**src/rtl/cdt_pkg.sv**
```systemverilog
`timescale 1ns/1ps
package cdt_pkg;
  // word indices inside the register window
  localparam int unsigned WIDX_RELOAD = 0;
  localparam int unsigned WIDX_COUNT  = 1;
  localparam int unsigned WIDX_CTRL   = 2;
  localparam int unsigned WIDX_STAT   = 3;
  localparam int unsigned NUM_REGS    = 4;
  // control word field positions
  localparam int unsigned CTL_EN_BIT  = 0;
  localparam int unsigned CTL_AR_BIT  = 1;
  localparam int unsigned CTL_IE_BIT  = 2;
  localparam int unsigned CTL_DIV_LSB = 8;
endpackage

```
**src/rtl/cdt_rst_sync.sv**
```systemverilog
`timescale 1ns/1ps
module cdt_rst_sync #(
  parameter int unsigned STAGES = 2
) (
  input  logic clk_i,
  input  logic rst_ni,
  output logic rst_no
);
  logic [STAGES-1:0] sync_q;
  logic [STAGES-1:0] sync_d;

  assign sync_d = {sync_q[STAGES-2:0], 1'b1};

  always_ff @(posedge clk_i or negedge rst_ni) begin
    if (!rst_ni) sync_q <= '0;
    else         sync_q <= sync_d;
  end

  assign rst_no = sync_q[STAGES-1];
endmodule

```
**src/rtl/cdt_busif.sv**
```systemverilog
`timescale 1ns/1ps
module cdt_busif #(
  parameter int unsigned DATA_W = 32,
  parameter int unsigned ADDR_W = 5,
  parameter int unsigned DIV_W  = 8
) (
  input  logic              bus_sel_i,
  input  logic              bus_wr_i,
  input  logic [ADDR_W-1:0] bus_addr_i,
  input  logic [DATA_W-1:0] reload_i,
  input  logic [DATA_W-1:0] count_i,
  input  logic              ctl_en_i,
  input  logic              ctl_ar_i,
  input  logic              ctl_ie_i,
  input  logic [DIV_W-1:0]  ctl_div_i,
  input  logic              flag_i,
  output logic              we_reload_o,
  output logic              we_count_o,
  output logic              we_ctrl_o,
  output logic              we_stat_o,
  output logic [DATA_W-1:0] bus_rdata_o,
  output logic              bus_ready_o
);
  import cdt_pkg::*;

  localparam int unsigned WORD_W = ADDR_W - 2;

  logic [WORD_W-1:0]   word;
  logic                in_map;
  logic [NUM_REGS-1:0] reg_hit;
  logic [DATA_W-1:0]   ctl_word;
  logic                unused_lsb;

  assign word       = bus_addr_i[ADDR_W-1:2];
  assign in_map     = (word[WORD_W-1:2] == '0);
  assign unused_lsb = ^bus_addr_i[1:0];

  for (genvar g = 0; g < NUM_REGS; g++) begin : g_hit
    assign reg_hit[g] = in_map && (word[1:0] == 2'(g));
  end

  assign we_reload_o = bus_sel_i && bus_wr_i && reg_hit[WIDX_RELOAD];
  assign we_count_o  = bus_sel_i && bus_wr_i && reg_hit[WIDX_COUNT];
  assign we_ctrl_o   = bus_sel_i && bus_wr_i && reg_hit[WIDX_CTRL];
  assign we_stat_o   = bus_sel_i && bus_wr_i && reg_hit[WIDX_STAT];
  assign bus_ready_o = bus_sel_i;

  always_comb begin
    ctl_word = '0;
    ctl_word[CTL_EN_BIT] = ctl_en_i;
    ctl_word[CTL_AR_BIT] = ctl_ar_i;
    ctl_word[CTL_IE_BIT] = ctl_ie_i;
    ctl_word[CTL_DIV_LSB +: DIV_W] = ctl_div_i;
  end

  always_comb begin
    bus_rdata_o = '0;
    if (reg_hit[WIDX_RELOAD]) bus_rdata_o = reload_i;
    if (reg_hit[WIDX_COUNT])  bus_rdata_o = count_i;
    if (reg_hit[WIDX_CTRL])   bus_rdata_o = ctl_word;
    if (reg_hit[WIDX_STAT])   bus_rdata_o = {{(DATA_W-1){1'b0}}, flag_i};
  end
endmodule

```
**src/rtl/cdt_prescale.sv**
```systemverilog
`timescale 1ns/1ps
module cdt_prescale #(
  parameter int unsigned DIV_W = 8
) (
  input  logic             clk_i,
  input  logic             rst_ni,
  input  logic             run_i,
  input  logic             restart_i,
  input  logic [DIV_W-1:0] div_i,
  output logic             tick_o
);
  logic [DIV_W-1:0] phase_q;
  logic [DIV_W-1:0] phase_d;
  logic             phase_en;

  assign tick_o = run_i && (phase_q == div_i);

  always_comb begin
    phase_d  = phase_q;
    phase_en = 1'b0;
    if (restart_i) begin
      phase_d  = '0;
      phase_en = 1'b1;
    end else if (run_i) begin
      phase_en = 1'b1;
      phase_d  = tick_o ? '0 : phase_q + DIV_W'(1);
    end
  end

  always_ff @(posedge clk_i or negedge rst_ni) begin
    if (!rst_ni)       phase_q <= '0;
    else if (phase_en) phase_q <= phase_d;
  end


  phase_range_chk: assert property (@(posedge clk_i) disable iff (!rst_ni)
    phase_q <= div_i);
endmodule

```
**src/rtl/cdt_engine.sv**
```systemverilog
`timescale 1ns/1ps
module cdt_engine #(
  parameter int unsigned CNT_W = 32,
  parameter int unsigned DIV_W = 8
) (
  input  logic             clk_i,
  input  logic             rst_ni,
  input  logic             we_reload_i,
  input  logic             we_count_i,
  input  logic             we_ctrl_i,
  input  logic             we_stat_i,
  input  logic [CNT_W-1:0] wdata_i,
  input  logic             tick_i,
  output logic [CNT_W-1:0] reload_o,
  output logic [CNT_W-1:0] count_o,
  output logic             ctl_en_o,
  output logic             ctl_ar_o,
  output logic             ctl_ie_o,
  output logic [DIV_W-1:0] ctl_div_o,
  output logic             flag_o,
  output logic             run_o,
  output logic             restart_o
);
  import cdt_pkg::*;

  logic [CNT_W-1:0] reload_q, count_q, count_d;
  logic             en_q, ar_q, ie_q;
  logic [DIV_W-1:0] div_q;
  logic             flag_q, flag_d, flag_set;
  logic             run_q, run_d;
  logic             count_en;
  logic             any_wr;

  logic             wd_en, wd_ar, wd_ie;
  logic [DIV_W-1:0] wd_div;
  logic             wd_zero, div_zero, reload_zero;
  logic             mode_chg, div_chg;

  assign wd_en       = wdata_i[CTL_EN_BIT];
  assign wd_ar       = wdata_i[CTL_AR_BIT];
  assign wd_ie       = wdata_i[CTL_IE_BIT];
  assign wd_div      = wdata_i[CTL_DIV_LSB +: DIV_W];
  assign wd_zero     = (wdata_i == '0);
  assign div_zero    = (div_q == '0);
  assign reload_zero = (reload_q == '0);
  assign mode_chg    = (wd_en != en_q) || (wd_ar != ar_q);
  assign div_chg     = (wd_div != div_q);
  assign any_wr      = we_reload_i || we_count_i || we_ctrl_i;
  assign count_en    = any_wr || tick_i;

  always_comb begin
    count_d   = count_q;
    run_d     = run_q;
    flag_set  = 1'b0;
    restart_o = 1'b0;
    if (we_reload_i) begin
      count_d = wdata_i;
      if (en_q && div_zero && wd_zero) run_d = 1'b0;
      else if (en_q)                   run_d = 1'b1;
      restart_o = run_d && !run_q;
    end else if (we_count_i) begin
      if (en_q && div_zero && wd_zero && (!ar_q || reload_zero)) begin
        count_d = '0;
        run_d   = 1'b0;
      end else begin
        if (en_q && ar_q && div_zero && wd_zero) count_d = reload_q;
        else                                     count_d = wdata_i;
        if (en_q && (!div_zero || count_d != '0)) run_d = 1'b1;
      end
      restart_o = run_d && !run_q;
    end else if (we_ctrl_i) begin
      if (mode_chg) run_d = 1'b0;
      if (wd_en) begin
        if (wd_ar && (count_q == '0) && (wd_div == '0)) count_d = reload_q;
        if ((wd_div != '0) || (count_d != '0)) run_d = 1'b1;
      end else begin
        run_d = 1'b0;
      end
      restart_o = mode_chg || div_chg || (run_d && !run_q);
    end else if (tick_i) begin
      if (count_q > CNT_W'(1)) begin
        count_d = count_q - CNT_W'(1);
      end else if (count_q == CNT_W'(1)) begin
        count_d  = '0;
        flag_set = 1'b1;
        if (!ar_q) run_d = 1'b0;
      end else if (ar_q && !reload_zero) begin
        count_d = reload_q;
      end else begin
        flag_set = 1'b1;
        if (!ar_q || div_zero) run_d = 1'b0;
      end
    end
  end

  assign flag_d = flag_set || (flag_q && !(we_stat_i && wdata_i[0]));

  always_ff @(posedge clk_i or negedge rst_ni) begin
    if (!rst_ni) begin
      reload_q <= '0;
      count_q  <= '0;
      en_q     <= 1'b0;
      ar_q     <= 1'b0;
      ie_q     <= 1'b0;
      div_q    <= '0;
      flag_q   <= 1'b0;
      run_q    <= 1'b0;
    end else begin
      if (we_reload_i) reload_q <= wdata_i;
      if (count_en)    count_q  <= count_d;
      if (we_ctrl_i) begin
        en_q  <= wd_en;
        ar_q  <= wd_ar;
        ie_q  <= wd_ie;
        div_q <= wd_div;
      end
      flag_q <= flag_d;
      run_q  <= run_d;
    end
  end

  assign reload_o  = reload_q;
  assign count_o   = count_q;
  assign ctl_en_o  = en_q;
  assign ctl_ar_o  = ar_q;
  assign ctl_ie_o  = ie_q;
  assign ctl_div_o = div_q;
  assign flag_o    = flag_q;
  assign run_o     = run_q;


  run_needs_en_chk: assert property (@(posedge clk_i) disable iff (!rst_ni)
    run_q |-> en_q);


  step_down_chk: assert property (@(posedge clk_i) disable iff (!rst_ni)
    (tick_i && !any_wr && count_q > CNT_W'(1)) |=> (count_q == $past(count_q) - CNT_W'(1)));


  oneshot_halt_chk: assert property (@(posedge clk_i) disable iff (!rst_ni)
    (tick_i && !any_wr && !ar_q && count_q == CNT_W'(1)) |=> (!run_q && flag_q && count_q == '0));


  reload_quiet_chk: assert property (@(posedge clk_i) disable iff (!rst_ni)
    (tick_i && !any_wr && !we_stat_i && ar_q && count_q == '0 && !reload_zero)
      |=> (count_q == $past(reload_q) && flag_q == $past(flag_q)));


  reload_zero_stop_chk: assert property (@(posedge clk_i) disable iff (!rst_ni)
    (we_reload_i && en_q && div_zero && wd_zero) |=> (!run_q && flag_q == $past(flag_q)));


  flag_clear_chk: assert property (@(posedge clk_i) disable iff (!rst_ni)
    (we_stat_i && wdata_i[0] && !tick_i) |=> !flag_q);
endmodule

```
**src/rtl/cdt_timer.sv**
```systemverilog
`timescale 1ns/1ps
module cdt_timer #(
  parameter int unsigned CNT_W  = 32,
  parameter int unsigned ADDR_W = 5,
  parameter int unsigned DIV_W  = 8
) (
  input  logic              clk_i,
  input  logic              rst_ni,
  input  logic              bus_sel_i,
  input  logic              bus_wr_i,
  input  logic [ADDR_W-1:0] bus_addr_i,
  input  logic [CNT_W-1:0]  bus_wdata_i,
  output logic [CNT_W-1:0]  bus_rdata_o,
  output logic              bus_ready_o,
  output logic              irq_o
);
  logic             rst_sync_n;
  logic             we_reload, we_count, we_ctrl, we_stat;
  logic [CNT_W-1:0] reload, count;
  logic             ctl_en, ctl_ar, ctl_ie;
  logic [DIV_W-1:0] ctl_div;
  logic             flag, run, restart, tick;

  cdt_rst_sync #(.STAGES(2)) i_rst_sync (
    .clk_i  (clk_i),
    .rst_ni (rst_ni),
    .rst_no (rst_sync_n)
  );

  cdt_busif #(.DATA_W(CNT_W), .ADDR_W(ADDR_W), .DIV_W(DIV_W)) i_busif (
    .bus_sel_i   (bus_sel_i),
    .bus_wr_i    (bus_wr_i),
    .bus_addr_i  (bus_addr_i),
    .reload_i    (reload),
    .count_i     (count),
    .ctl_en_i    (ctl_en),
    .ctl_ar_i    (ctl_ar),
    .ctl_ie_i    (ctl_ie),
    .ctl_div_i   (ctl_div),
    .flag_i      (flag),
    .we_reload_o (we_reload),
    .we_count_o  (we_count),
    .we_ctrl_o   (we_ctrl),
    .we_stat_o   (we_stat),
    .bus_rdata_o (bus_rdata_o),
    .bus_ready_o (bus_ready_o)
  );

  cdt_prescale #(.DIV_W(DIV_W)) i_prescale (
    .clk_i     (clk_i),
    .rst_ni    (rst_sync_n),
    .run_i     (run),
    .restart_i (restart),
    .div_i     (ctl_div),
    .tick_o    (tick)
  );

  cdt_engine #(.CNT_W(CNT_W), .DIV_W(DIV_W)) i_engine (
    .clk_i       (clk_i),
    .rst_ni      (rst_sync_n),
    .we_reload_i (we_reload),
    .we_count_i  (we_count),
    .we_ctrl_i   (we_ctrl),
    .we_stat_i   (we_stat),
    .wdata_i     (bus_wdata_i),
    .tick_i      (tick),
    .reload_o    (reload),
    .count_o     (count),
    .ctl_en_o    (ctl_en),
    .ctl_ar_o    (ctl_ar),
    .ctl_ie_o    (ctl_ie),
    .ctl_div_o   (ctl_div),
    .flag_o      (flag),
    .run_o       (run),
    .restart_o   (restart)
  );

  assign irq_o = flag && ctl_ie;
endmodule

```
**config.mk**
```make
export PLATFORM = sky130hd
export DESIGN_NAME = cdt_timer
export DESIGN_NICKNAME = d
export VERILOG_FILES = /design/src/rtl/cdt_pkg.sv /design/src/rtl/cdt_rst_sync.sv /design/src/rtl/cdt_busif.sv /design/src/rtl/cdt_prescale.sv /design/src/rtl/cdt_engine.sv /design/src/rtl/cdt_timer.sv
export SDC_FILE = /design/constraint.sdc
export NUM_CORES = 1
export LEC_CHECK = 0
export CAP_MARGIN = 20
export CORE_UTILIZATION = 58
export CTS_CLUSTER_SIZE = 12
export DETAILED_ROUTE_END_ITERATION = 8
export HOLD_SLACK_MARGIN = 0.08
export PLACE_DENSITY = 0.94
export SLEW_MARGIN = 10
export SYNTH_ARGS = -nofsm -noshare
export SYNTH_HDL_FRONTEND = slang
export SYNTH_SLANG_ARGS = --single-unit
```
**constraint.sdc**
```tcl
create_clock -name clk_i -period 3.6 [get_ports clk_i]
set_clock_uncertainty 0.2 [all_clocks]
set_input_delay 0.54 -clock clk_i [delete_from_list [all_inputs] [get_ports clk_i]]
set_output_delay 0.54 -clock clk_i [all_outputs]
set_load 0.02 [all_outputs]
```
==> impl_summary.md <==
Final layout
Relative to the synthesized area, the layout overhead comes to 21.0%. The multi-input combinational cells in the finished layout cover a total of 4090 um2. Leaving out fill and tap cells, the most frequent cells in the layout are 181 x sky130_fd_sc_hd__nand2_1, 86 x sky130_fd_sc_hd__dfrtp_1, 72 x sky130_fd_sc_hd__clkdlybuf4s50_1. The fill cell total of the finished layout is 797.

The final instance area is 7960 um2. The antenna cell count is 0. The fraction of final layout cells with drive strength greater than 1 is 9.17%. The net count of the finished layout is 978.

Summing all flip-flop and latch instances after layout gives 2180 um2. Cells fill 72.7% of the core in the end. The most common cell after layout, fill and taps aside is sky130_fd_sc_hd__nand2_1.

Place
The weighted congestion at the end of routability-driven global placement is 0.974. Summing all placed instances gives a cell area of 7640 um2. The number of input and output port buffers inserted is 72. The estimated wirelength of the detail-placed design is 14800 um.

Power
The switching fraction of total power is 42.4%. The internal portion of the total power is 2.78 mW. In this run the power spent charging and discharging nets is 2.05 mW. The sequential power share is 37.8%. The leakage power figure is 3.49 nW. The total power per unit cell area is 608 nW/um2.

The fraction of power consumed by the clock network is 21.2%. The maximum resistive drop on vdd is 0.000332 V. The fraction of power consumed by combinational cells is 40.9%.

Critical path
The number of cell instances on the worst register-to-register path is 8. By startpoint and endpoint, the worst setup path is classified as reg -> reg. For the worst setup path, the data required time is 3690 ps. The critical path data arrival time is 3440 ps. The largest fanout of any net on the critical path is 32.

The critical path startpoint category is a flip-flop. The setup check on the worst reg-to-reg path leaves a slack of 250 ps. The worst setup path is captured at a flip-flop.

Clocking
The number of sinks handled by clock tree synthesis is 87. The deepest level of the CTS H-tree is 3. The clock insertion delay at the later pin of the skew report is 360 ps. The CTS tree is built. The library cell used as clock root buffer is sky130_fd_sc_hd__clkbuf_16. Buffers inserted during clock tree synthesis total 9. The clock-pin transition on the worst setup and hold timing paths is 70 ps. The number of buffers on the longest clock path is 2.

The number of setup buffers added after CTS is 0. The number of gates resized after CTS was 0. The number of hold buffers added after CTS was 0.

Floorplanning
The floorplan step defined a die boundary enclosing 11800 um2. After floorplanning, the core was sized to cover 10900 um2. The die width is 108 um.

After floorplanning, the core was divided into 38 placement rows. The boundary pin count is 75. The effective utilization at floorplan is 60.1%. Measured along the y axis, the die boundary spans 108 um.

Detailed routing
For this run, design rule violations remaining after detail routing come to 0. The via density per instance is 6.84. The detailed router finished its first iteration with 1176 violations.

For this run, the detailed router's first-pass iteration total came to 6. In the final routed layout, each cell accounts on average for 20.4 um. Summing over every cut layer, the via total after detailed routing is 7375.

Summed over all layers, the routed wires come to 22000 um. The final antenna-violating net count is 0.

STA
The number of pins exceeding their max-slew limit in the final report is 0. The count of endpoints failing hold in the final timing report came to 0. The post-route setup TNS is 0 ps. For the pin with the worst max-slew slack, the measured transition is 633 ps.

Counting I/O delays and the setup requirement, the final critical path takes 3350 ps. After layout, the worst path uses 93.2% of the clock period. Setup repair after global routing left no endpoint under its margin. Final hold analysis gives a worst-case slack of 108 ps.

In this run the tightest slew margin relative to its limit is 57.8%. The final setup violation count is 0. Based on the critical path, the design can be clocked at up to 298 MHz.

Global route
The wire length of the first global-routing pass is 35400 um. The largest net degree at the start of global routing is 57. The sum of overflow across all layers after global routing is 0. The via count of the first global-routing pass is 6872. The number of antenna violations at the first check in global routing is 0.

The overall track demand over capacity in global routing is 38.8%.

Yosys
Ranked by total cell area, the synthesized netlist is headed by sky130_fd_sc_hd__dfrtp_1 33%, sky130_fd_sc_hd__nand2_1 10%, sky130_fd_sc_hd__a21oi_1 5.1%. A synthesized cell averages 7.51 um2. The fraction of synthesized cell area taken by the top area cell type is 33.1%. sky130_fd_sc_hd__dfrtp_1 takes more of the synthesized area than any other cell. The synthesized design contains 87 register bits. For this run, asynchronously set or reset flops after synthesis account for 100%. The number of library cell types mapped by synthesis is 54. The number of nets in the synthesized netlist is 920. The cell count after synthesis came out at 875. The prevailing post-synth register cell is sky130_fd_sc_hd__dfrtp_1. The number of synthesized flops with an enable pin is 0. The sequential-to-total area share from yosys stat is 33.1%. The number of warnings reported in the yosys synthesis log is 0. In this run the cell area of the synthesized design comes to 6570 um2.

Run
The max-cap violation count is 0.

Run status
The run finished with clean final reports.

Min path
The worst min-delay path category is reg -> async.
[power by group through the flow]
stage          combinational [mW]  clock (mW)  sequential [mW]
2_1_floorplan                1.54           0             1.54
3_3_place_gp                 1.84           0             1.79
3_5_place_dp                 1.91           0             1.80
4_1_cts                      1.93        1.02             1.80
5_1_grt                      2.16        1.07             1.87
6_report                     1.98        1.03             1.83
[cell families after synthesis]
family / Yosys count / synth area share, %
AO/OA/AOI/OAI: 265 / 26.4
multiplexers: 14 / 2.32
adder cells (fa/ha/maj): 4 / 0.762
other: 1 / 0.0571
flip-flops: 87 / 33.1
XOR/XNOR: 50 / 6.66
AND/OR/NAND/NOR: 367 / 25.5
buffers and inverters: 87 / 5.14
[stage by stage]
stage / power, mW / std cells / worst slack (ps)
after floorplan: 3.08 / 875 / 551
after global placement: 3.63 / 1062 / 361
after detailed placement: 3.72 / 1062 / 307
after CTS: 4.75 / 1078 / 330
after global routing: 5.10 / 1078 / 120
final: 4.83 / 1078 / 246
[sequential cells by signal (all words and copies together), names as in the netlist]
name and flops:
i_prescale.phase_q 8, i_rst_sync.sync_q 2, i_engine.ctl_en_o 1, i_engine.flag_o 1, i_engine.ctl_div_o 8, i_engine.ctl_ar_o 1
i_engine.reload_o 32, i_engine.count_o 32, i_engine.ctl_ie_o 1, i_engine.run_o 1
[worst max-delay path: stages (launching register included)]
cell and delay (ps):
sky130_fd_sc_hd__dfrtp_1 460, sky130_fd_sc_hd__or4_1 600, sky130_fd_sc_hd__or3_1 520, sky130_fd_sc_hd__nor4_4 340, sky130_fd_sc_hd__buf_4 420, sky130_fd_sc_hd__a211oi_1 150, sky130_fd_sc_hd__a211oi_1 310, sky130_fd_sc_hd__o22ai_1 110
sky130_fd_sc_hd__o21ai_1 150
[final timing paths]
path	start	to
setup / recovery	i_engine.count_o[28]	i_engine.count_o[11]
hold / removal	i_rst_sync.sync_q[1]	i_engine.reload_o[29]
setup reg to reg	i_engine.count_o[28]	i_engine.count_o[11]
hold reg to reg	i_rst_sync.sync_q[1]	i_engine.reload_o[29]
max in group asynchronous	i_rst_sync.sync_q[1]	i_engine.reload_o[1]
min in group clk_i	i_rst_sync.sync_q[0]	i_rst_sync.sync_q[1]
[layout make-up]
class	instances	area share (%)
multi-input cells	701	51.4
flip-flops and latches	87	27.4
repair buffers	126	14.6
clock buffers	9	2.83
well taps	140	2.20
clock inverters	7	1.10
inverters	8	0.377
[routing by layer]
layer	vias up	part of all wire (%)	GRT usage [%]	wire, um
met1	3406	38	52.8	8320
li1	3283	-	-	-
met2	578	44	57.2	9770
met4	0	4.5	20.7	994
met3	108	13	8.80	2950
met5	-	0	0	0
[Yosys cell counts (4+ instances only)]
cell	n
sky130_fd_sc_hd__a22oi_1	13
sky130_fd_sc_hd__nor2_1	71
sky130_fd_sc_hd__clkbuf_1	69
sky130_fd_sc_hd__buf_2	6
sky130_fd_sc_hd__inv_1	8
sky130_fd_sc_hd__a221o_1	15
sky130_fd_sc_hd__a22o_1	21
sky130_fd_sc_hd__o22ai_1	21
sky130_fd_sc_hd__dfrtp_1	87
sky130_fd_sc_hd__and3_1	4
sky130_fd_sc_hd__a31oi_1	14
sky130_fd_sc_hd__a21oi_1	67
sky130_fd_sc_hd__ha_1	4
sky130_fd_sc_hd__or4_1	6
sky130_fd_sc_hd__xor2_1	36
sky130_fd_sc_hd__or3_1	5
sky130_fd_sc_hd__nor3_1	19
sky130_fd_sc_hd__mux2i_1	13
sky130_fd_sc_hd__or2_2	4
sky130_fd_sc_hd__nor2b_1	4
sky130_fd_sc_hd__nand4_1	12
sky130_fd_sc_hd__o21ai_1	4
sky130_fd_sc_hd__a211o_1	10
sky130_fd_sc_hd__nand2_1	181
sky130_fd_sc_hd__nand3_1	10
sky130_fd_sc_hd__and2_1	4
sky130_fd_sc_hd__o31ai_1	25
sky130_fd_sc_hd__a211oi_1	14
sky130_fd_sc_hd__xnor2_1	14
sky130_fd_sc_hd__nor4_1	33
sky130_fd_sc_hd__o21ai_0	48
(Power assumes the default switching activity.)
